--- config.mk ---
export PLATFORM = sky130hd
export DESIGN_NAME = galois_lfsr
export DESIGN_NICKNAME = d
export VERILOG_FILES = /design/src/rtl/lfsr_pkg.sv /design/src/rtl/lfsr_feedback.sv /design/src/rtl/lfsr_seed_guard.sv /design/src/rtl/galois_lfsr.sv
export SDC_FILE = /design/constraint.sdc
export NUM_CORES = 1
export LEC_CHECK = 0
export BUFFER_PORTS_ARGS = -buffer_cell sky130_fd_sc_hd__buf_2
export CAP_MARGIN = 5
export CELL_PAD_IN_SITES_DETAIL_PLACEMENT = 1
export CELL_PAD_IN_SITES_GLOBAL_PLACEMENT = 1
export CORE_AREA = 2 2 39 41
export CTS_CLUSTER_DIAMETER = 200
export DETAILED_ROUTE_END_ITERATION = 7
export DIE_AREA = 0 0 41 43
export HOLD_SLACK_MARGIN = 0.15
export PLACE_DENSITY_LB_ADDON = 0.1
export SLEW_MARGIN = 20
export SYNTH_ARGS = -nofsm -noshare
export SYNTH_HDL_FRONTEND = slang
export SYNTH_SLANG_ARGS = --single-unit
--- constraint.sdc ---
create_clock -name clk -period 1.35 [get_ports clk]
set_input_delay 0.2025 -clock clk [delete_from_list [all_inputs] [get_ports clk]]
set_output_delay 0.2025 -clock clk [all_outputs]
set_load 0.1 [all_outputs]
--- src/rtl/lfsr_pkg.sv ---
package lfsr_pkg;
  typedef enum logic [1:0] {
    SRC_HOLD = 2'd0,
    SRC_STEP = 2'd1,
    SRC_LOAD = 2'd2
  } lfsr_src_e;
endpackage

--- src/rtl/lfsr_feedback.sv ---
module lfsr_feedback #(
  parameter int unsigned       WIDTH = 4,
  parameter logic [WIDTH-1:0]  TAPS  = 4'b0011
) (
  input  logic [WIDTH-1:0] cur,
  output logic [WIDTH-1:0] nxt
);
  logic fb;
  assign fb     = cur[WIDTH-1];
  assign nxt[0] = fb;

  for (genvar k = 1; k < WIDTH; k++) begin : g_bit
    if (TAPS[k]) begin : g_tap
      assign nxt[k] = cur[k-1] ^ fb;
    end else begin : g_wire
      assign nxt[k] = cur[k-1];
    end
  end
endmodule

--- src/rtl/lfsr_seed_guard.sv ---
module lfsr_seed_guard #(
  parameter int unsigned WIDTH = 4
) (
  input  logic [WIDTH-1:0] seed,
  output logic [WIDTH-1:0] safe
);
  localparam logic [WIDTH-1:0] UNIT = WIDTH'(1);
  always_comb begin
    if (seed == '0) safe = UNIT;
    else            safe = seed;
  end
endmodule

--- src/rtl/galois_lfsr.sv ---
module galois_lfsr
  import lfsr_pkg::*;
#(
  parameter int unsigned       WIDTH = 4,
  parameter logic [WIDTH-1:0]  TAPS  = 4'b0011
) (
  input  logic             clk,
  input  logic             rst_n,
  input  logic             step_en,
  input  logic             load_en,
  input  logic [WIDTH-1:0] load_val,
  output logic [WIDTH-1:0] state
);
  localparam logic [WIDTH-1:0] UNIT = WIDTH'(1);

  logic [WIDTH-1:0] q_r, q_nxt, shifted, seed_ok;
  lfsr_src_e        src;

  lfsr_feedback #(.WIDTH(WIDTH), .TAPS(TAPS)) u_fb (
    .cur(q_r),
    .nxt(shifted)
  );

  lfsr_seed_guard #(.WIDTH(WIDTH)) u_guard (
    .seed(load_val),
    .safe(seed_ok)
  );

  always_comb begin
    if (load_en)      src = SRC_LOAD;
    else if (step_en) src = SRC_STEP;
    else              src = SRC_HOLD;
  end

  always_comb begin
    unique case (src)
      SRC_LOAD: q_nxt = seed_ok;
      SRC_STEP: q_nxt = shifted;
      default:  q_nxt = q_r;
    endcase
  end

  always_ff @(posedge clk or negedge rst_n) begin
    if (!rst_n) q_r <= UNIT;
    else        q_r <= q_nxt;
  end

  assign state = q_r;

  AST_RESET_UNIT: assert property (@(posedge clk) !rst_n |=> state == UNIT);
  AST_SHIFT_ZERO: assert property (@(posedge clk) disable iff (!rst_n)
    step_en && !load_en && !state[WIDTH-1] |=> state == {$past(state[WIDTH-2:0]), 1'b0});
  AST_FEED_LSB: assert property (@(posedge clk) disable iff (!rst_n)
    step_en && !load_en && state[WIDTH-1] |=> state[0]);
  AST_HOLD: assert property (@(posedge clk) disable iff (!rst_n)
    !step_en && !load_en |=> $stable(state));
  AST_LOAD_SEED: assert property (@(posedge clk) disable iff (!rst_n)
    load_en && load_val != '0 |=> state == $past(load_val));
  AST_ZERO_GUARD: assert property (@(posedge clk) disable iff (!rst_n)
    load_en && load_val == '0 |=> state == UNIT);
  AST_NEVER_ZERO: assert property (@(posedge clk) disable iff (!rst_n)
    state != '0);
endmodule

== Word-level counts from Yosys, hierarchy flattened ==
Cells that the tools add are included.

* Reduce and logical (&&, ||, !) cells: 2
* Muxes and demuxes: 4
* Bitwise logic cells: 1
* Equality and inequality tests: 2

{| class="wikitable"
|+ Operators by type and width
! cell !! number
|-
| $pmux 4 s2 || 1
|-
| $logic_not 4->1 || 1
|-
| $mux 4 || 1
|-
| $eq 2x1->1 const B || 1
|-
| $eq 2x2->1 const B || 1
|-
| $mux 2 || 1
|-
| $reduce_bool 2->1 || 1
|-
| $mux 1 || 1
|-
| $xor 1x1->1 || 1
|}

* Output and inout bits: 4
* Input port bits: 8
* Word-level logic and storage cells: 10
* Flip-flop bits (word level): 4

== Depth between registers and ports, before layout ==
Gate-level depths: netlist of run 1.

* Word-level depth: 4
* Gate-level depth with buffers: 2
* Mapped depth without buffers: 2

== By module ==
Synthesis of run 1 repeated with hierarchy kept, for this count alone.

* Cell total of the unflattened synthesis: 26
* Area, all modules: 241.5 um^2

{| class="wikitable"
|+ By module, submodules not included
! module !! cells an instance !! times used !! area an instance (um^2) !! seq. area each (um^2)
|-
| galois_lfsr || 17 || 1 || 187.7 || 101.3
|-
| lfsr_feedback || 4 || 1 || 31.3 || 0.0
|-
| lfsr_seed_guard || 5 || 1 || 22.5 || 0.0
|}

== Worst setup path before layout of run 1 ==
OpenSTA, ideal clock, no wires.

* Kind: register to register
* Start point: register, netlist name state[1]
* End point: register q_r[1] (netlist: state[1])
* Data required time: 1269 ps
* Setup time: 81 ps
* Buffers on the path: 0
* Clock period less this slack: 1483 ps
* Stages on the path, launching flop included: 3
* Arrival time: 1402 ps
* Setup slack: -133 ps
* Cell sequence: dfrtp_1 or3b_1 o211ai_2

{| class="wikitable"
|+ RTL lines
! item !! line !! text
|-
| end signal: assignment || galois_lfsr.sv:45 || <nowiki>else q_r <= q_nxt;</nowiki>
|-
| end: declaration || galois_lfsr.sv:16 || <nowiki>logic [WIDTH-1:0] q_r, q_nxt, shifted, seed_ok;</nowiki>
|}

== Final worst setup path of run 1 ==
* Start point: register q_r[2] (netlist: state[2])
* End point: output port state[2]

{| class="wikitable"
|+ RTL lines
! item !! line !! text
|-
| end: declaration || galois_lfsr.sv:12 || <nowiki>output logic [WIDTH-1:0] state</nowiki>
|}

No word-level cell between the ends.

==> results.md, run 1 <==
* Status: complete, no violations
* Lkg Pwr at ~0.16 nW
* Antenna viol nets, final at 0
* Met3 GRT Util at 0.0314
* Min cycle time layout at approximately 1.3 ns
* Sw Share at 0.399
* Worst Path Required at 1.15 ns
* Max FFs per register at 4
* Psw at approximately 0.20 mW
* Post-synth EDFFs at 0
* Rows at 14
* Share of cells above drive strength 1 at 0.543
* Iteration-0 DRC Markers at 2
* Met2 global-route usage at 0.131
* Setup TNS at 0 ns
* Most frequent cells after synthesis: dfrtp_1 (3), nand2_1 (3), mux2i_1 (2), nand2b_1 (2), o21ai_0 (2)
* Final WS setup at 0.0970 ns
* Fillers at 168
* Placed inst area at 307 sq um
* Width of the die at just over 40 microns
* NumNets Final at 44
* Total Wirelength at 622 microns
* Hpwl dp at just under 500 microns
* DRC violations left at 0
* Final Max Tran Viols at 0
* Vias after detailed routing at between 200 and 250
* Largest net degree at the start of global routing at 10
* CP max-delay cell: buf_2
* Final setup fails at 0
* Top FF cell, synth: dfrtp_1
* Worst EP arrival at 1.05 ns
* Hold Vio Cnt, Final at 0
* CTS tree: built
* Clk root buf: clkbuf_4
* Synth Instances at 19
* Sequential Power Share at 0.304
* Max cap viols at 0
* IO Pins at 12
* Synth unique cells at 12
* Number of global-route vias before repair at 238
* Setup Crit Path Kind: flop to output pin
* Design Area, Final at approximately 340 sq um
* Synth area leaders: dfrtp_1 (35%), dfstp_2 (12%), mux2i_1 (9.4%)
* Layout area overhead at 60.2%
* Clock latency on the worst-skew pair at 0.24 ns
* FMAX at around 0.8 GHz
* Maximum buffer depth of the clock tree at 2
* Synthesized flop and latch total at 4
* Crit Path Max Fanout at 3
* Clock transition at the registers of the reported paths at around 0.040 ns
* Hold WC Path Type: input port to flop
* Worst-Margin Slew at 0.484 ns
* Skew final at 0.0107 ns
* Routed len/inst at around 12 microns
* Worst setup SP type: flop
* CTS sink cnt at 4
* Area leader, netlist: dfrtp_1
* Net Count, Synth at 27
* Placer Congestion at 0.597
* Grt total ovfl at 0
* Asr flop ratio synth at 1.00
* Slew HR at 0.680
* Met1 Usage GRT at 0.0965
* Global-route wire length before repair at 1010 microns
* Logic pwr share at 0.372
* Core area at 0.00138 sq mm
* TritonCTS Buffers at 3
* Overall die height at ~43 microns
* Initial Util at 0.155
* Delay-heaviest family, CP: buffers and inverters
* Yosys warning total at 0
* P per Cell Area at around 1500 mW/mm^2
* Period utilization at 0.928
* CP max stage delay at 0.44 ns
* Via/cell ratio at slightly above 4
* Mean post-synth cell area at 11.3 sq um
* GRT busiest layer: met2
* Drt pass-1 iters at 2
* Critical path buffer and inverter count at 1
* Antenna Diode Count at 0
* GR Util All Layers at 0.0934
* Placement Setup Slack at ~0.33 ns
* Initial antenna violation count at 0
* Post-synth top area share at 0.351
* Unrepaired setup endpoints after global routing: false
* Endpoint type of the worst setup path: output pin
* H-Tree Depth at 1
* Clk pwr share at 0.324
* Worst VDD drop at between 200 and 300 uV
* Cell area after synthesis at 214 sq um
* Int Pwr at between 0.3 and 0.4 mW
* Cells along the critical path: buf_2
* I/O Buffers at 11
* Die area at 0.00176 sq mm
* Seq/Total Area, Yosys at 0.474
-- area by class of cell --
class / instances / area, sq um / area share
multi-input combinational: 15 / 113 / 0.328
sequential: 4 / 104 / 0.303
timing repair buffer: 12 / 80.1 / 0.234
clock buffer: 4 / 26.3 / 0.0766
tap: 16 / 20.0 / 0.0584
-- power by group through the flow --
stage                     sequential (mW)  clock [mW]  combinational (mW)
after floorplan                     0.252           0              0.0341
after global placement              0.152           0               0.186
after detailed placement            0.155           0               0.186
after CTS                           0.154       0.171               0.189
after global routing                0.155       0.177               0.197
final                               0.153       0.163               0.187
-- final timing paths --
check | cells past startpoint | slack [ns] | endpoint | start
worst max-delay path | 1 | 0.1 | state[2] | state[2]
worst min-delay path | 3 | 0.21 | state[2] | load_val[2]
worst max register to register | 2 | 0.40 | state[1] | state[0]
worst min register to register | 2 | 0.62 | state[2] | state[1]
max in group asynchronous | 2 | 0.84 | state[0] | rst_n
min in group asynchronous | 2 | 0.30 | state[2] | rst_n
-- cell usage in the layout, fill, tap and decap left out, types with 2 or more instances in the layout --
cell      synthesis  final
clkbuf_4          0      3
nand2_1           3      3
o21ai_0           2      2
buf_2             0     10
dfrtp_2           0      2
nand2b_1          2      2
mux2i_1           2      2
-- metrics by stage --
stage	total power [mW]	util	hold WS, ns	instances
2_1_floorplan	0.286	-	-0.0931	19
3_3_place_gp	0.339	0.222	0.0123	46
3_5_place_dp	0.341	0.222	0.0146	46
4_1_cts	0.514	0.248	0.206	51
5_1_grt	0.529	0.248	0.230	51
6_report	0.504	0.248	0.206	51
-- logic make-up (layout without fill, tap and decap cells) --
kind of cell	Yosys count	count (layout)	synth area share
xor gates and xnor gates	1	1	0.0409
AOI/OAI and AO/OA	4	4	0.146
buffers and inverters	0	16	0
muxes	3	3	0.164
DFF	4	4	0.474
and+or+nand+nor	7	7	0.175
-- what timing repair did --
action                                 CTS  global route
setup buffers                            0             0
endpoints found under the hold margin    4             0
hold buffers                             1             0
resized for setup                        0             0
-- routing by layer --
| metal | up-vias | wire [microns] |
|---|---|---|
| li1 | 99 | - |
| met1 | 100 | 255 |
| met2 | 7 | 331 |
| met3 | 2 | 16 |
| met4 | 0 | 18 |
| met5 | - | 0 |
Power figures use the tool's default switching activity.
==> run 2, diff against run 1 <==
--- a/config.mk
+++ b/config.mk
@@ -9,10 +9,10 @@
 export CAP_MARGIN = 5
 export CELL_PAD_IN_SITES_DETAIL_PLACEMENT = 1
 export CELL_PAD_IN_SITES_GLOBAL_PLACEMENT = 1
-export CORE_AREA = 2 2 39 41
+export CORE_AREA = 3 3 40 42
 export CTS_CLUSTER_DIAMETER = 200
 export DETAILED_ROUTE_END_ITERATION = 7
-export DIE_AREA = 0 0 41 43
+export DIE_AREA = 0 0 43 45
 export HOLD_SLACK_MARGIN = 0.15
 export PLACE_DENSITY_LB_ADDON = 0.1
 export SLEW_MARGIN = 20
==> results.md, run 2 (synthesis results as in run 1) <==
* TritonCTS Buffers at 3
* Critical path buffer and inverter count at 1
* Setup TNS at 0 ns
* Via/cell ratio at 4.40
* NumNets Final at 44
* Die area at 0.00194 sq mm
* Setup slack, reg-to-reg at ~0.38 ns
* Hpwl dp at 528 microns
* Hold Vio Cnt, Final at 0
* Design Area, Final at approximately 340 sq um
* Psw at about 0.20 mW
* R2R Path Start: state[3]
* Max cap viols at 0
* Post-layout util at 0.266
* FF/Latch Area at 104 sq um
* Status: complete, no violations
* R2R Path End: state[0]
* H-Tree Depth at 1
* Worst Path Required at 1.15 ns
* Clock latency on the worst-skew pair at about 0.24 ns
* Antenna Diode Count at 0
* Worst Hold Launch: load_val[2]
* DRC violations left at 0
* Placer Congestion at 0.671
* Initial antenna violation count at 0
* Layout Cells excl Fill at 50
* CP max-delay cell: buf_2
* Final setup fails at 0
* Hold WC Path Type: input port to flop
* R2R depth at 2
* Maximum buffer depth of the clock tree at 2
* Endpoint type of the worst setup path: output pin
* Worst EP arrival at 1.06 ns
* Clk pwr share at 0.332
* Iteration-0 DRC Markers at 2
* Clk root buf: clkbuf_4
* Placed Cells at 45
* Lkg Pwr at around 0.16 nW
* Layout area overhead at 59.6%
* Rows at 13
* Fillers at 157
* Clock transition at the registers of the reported paths at roughly 0.05 ns
* Largest net degree at the start of global routing at 10
* IO Pins at 12
* Width of the die at 43 microns
* GR Util All Layers at 0.0911
* Crit Path Max Fanout at 4
* WHS Path Cells at 3
* Worst VDD drop at ~660 uV
* Delay-heaviest family, CP: buffers and inverters
* Area of the multi-input gates at 113 sq um
* Slew HR at 0.679
* Worst setup SP type: flop
* Min-Delay Endpoint: state[2]
* Number of global-route vias before repair at 230
* Share of cells above drive strength 1 at 0.543
* Sequential Power Share at 0.301
* Final WS setup at 0.0833 ns
* Hold slack at roughly 0.19 ns
* Initial Util at 0.167
* CTS tree: built
* Sw Share at 0.403
* CTS sink cnt at 4
* Overall die height at 45 microns
* Worst-Margin Slew at 0.484 ns
* I/O Buffers at 11
* Global-route wire length before repair at 1120 microns
* Commonest non-fill, non-tap cell in the layout: buf_2
* P per Cell Area at 1490 mW/mm^2
* Placed inst area at 305 sq um
* Post-CTS Setup Bufs at 0
* Routed len/inst at 12.9 microns
* Antenna viol nets, final at 0
* Max FFs per register at 4
* Skew final at 0.0105 ns
* Final Max Tran Viols at 0
* Cells along the critical path: buf_2
* Grt total ovfl at 0
* Logic pwr share at 0.367
* Drt pass-1 iters at 2
* Core area at between 0.001 and 0.0015 sq mm
* Min cycle time layout at 1.27 ns
* Int Pwr at 0.303 mW
* Most frequent cells in the layout: buf_2 (10), nand2_1 (3), clkbuf_4 (3)
* Placement Setup Slack at 0.339 ns
* FMAX at 0.789 GHz
* Setup Crit Path Kind: flop to output pin
* Vias after detailed routing at 220
* CP max stage delay at approximately 0.43 ns
* Tot Pwr at 0.508 mW
* Total Wirelength at ~650 microns
* Period utilization at 0.938
* Unrepaired setup endpoints after global routing: false
run 2: worst max path at each step:
stage / depth (start not counted) / from / to
2_1_floorplan: 2 / state[2] / state[3]
3_3_place_gp: 1 / state[2] / state[2]
3_5_place_dp: 1 / state[3] / state[3]
4_1_cts: 1 / state[3] / state[3]
5_1_grt: 1 / state[3] / state[3]
6_report: 1 / state[3] / state[3]
run 2: repair_timing:
item,in CTS,in global routing
setup endpoints to repair,0,0
hold endpoints to repair,4,0
hold buffers,1,0
resized for setup,0,0
run 2: final cells by class:
class / count / share of cell area
Multi-Input combinational cell: 15 / 0.330
Clock buffer: 4 / 0.0769
Timing Repair Buffer: 12 / 0.234
Tap cell: 15 / 0.0549
Sequential cell: 4 / 0.304
run 2: metal layers:
| layer | wire, microns | track usage | up-vias |
|---|---|---|---|
| met5 | 0 | 0 | - |
| met4 | 10 | 0.0361 | 0 |
| met3 | 92 | 0.0876 | 2 |
| met2 | 256 | 0.111 | 13 |
| met1 | 289 | 0.107 | 105 |
| li1 | - | - | 100 |
run 2: tightest hold or removal path, stage by stage:
cell and delay, ns:
buf_2 0.09, nand2_1 0.04, o21ai_0 0.06
run 2: power by group through the flow:
stage                     clock network (mW)  registers, mW  logic [mW]
after CTS                              0.179          0.154       0.190
final                                  0.169          0.153       0.187
after floorplan                            0          0.252      0.0341
after detailed placement                   0          0.155       0.187
after global placement                     0          0.153       0.187
after global routing                   0.188          0.156       0.198
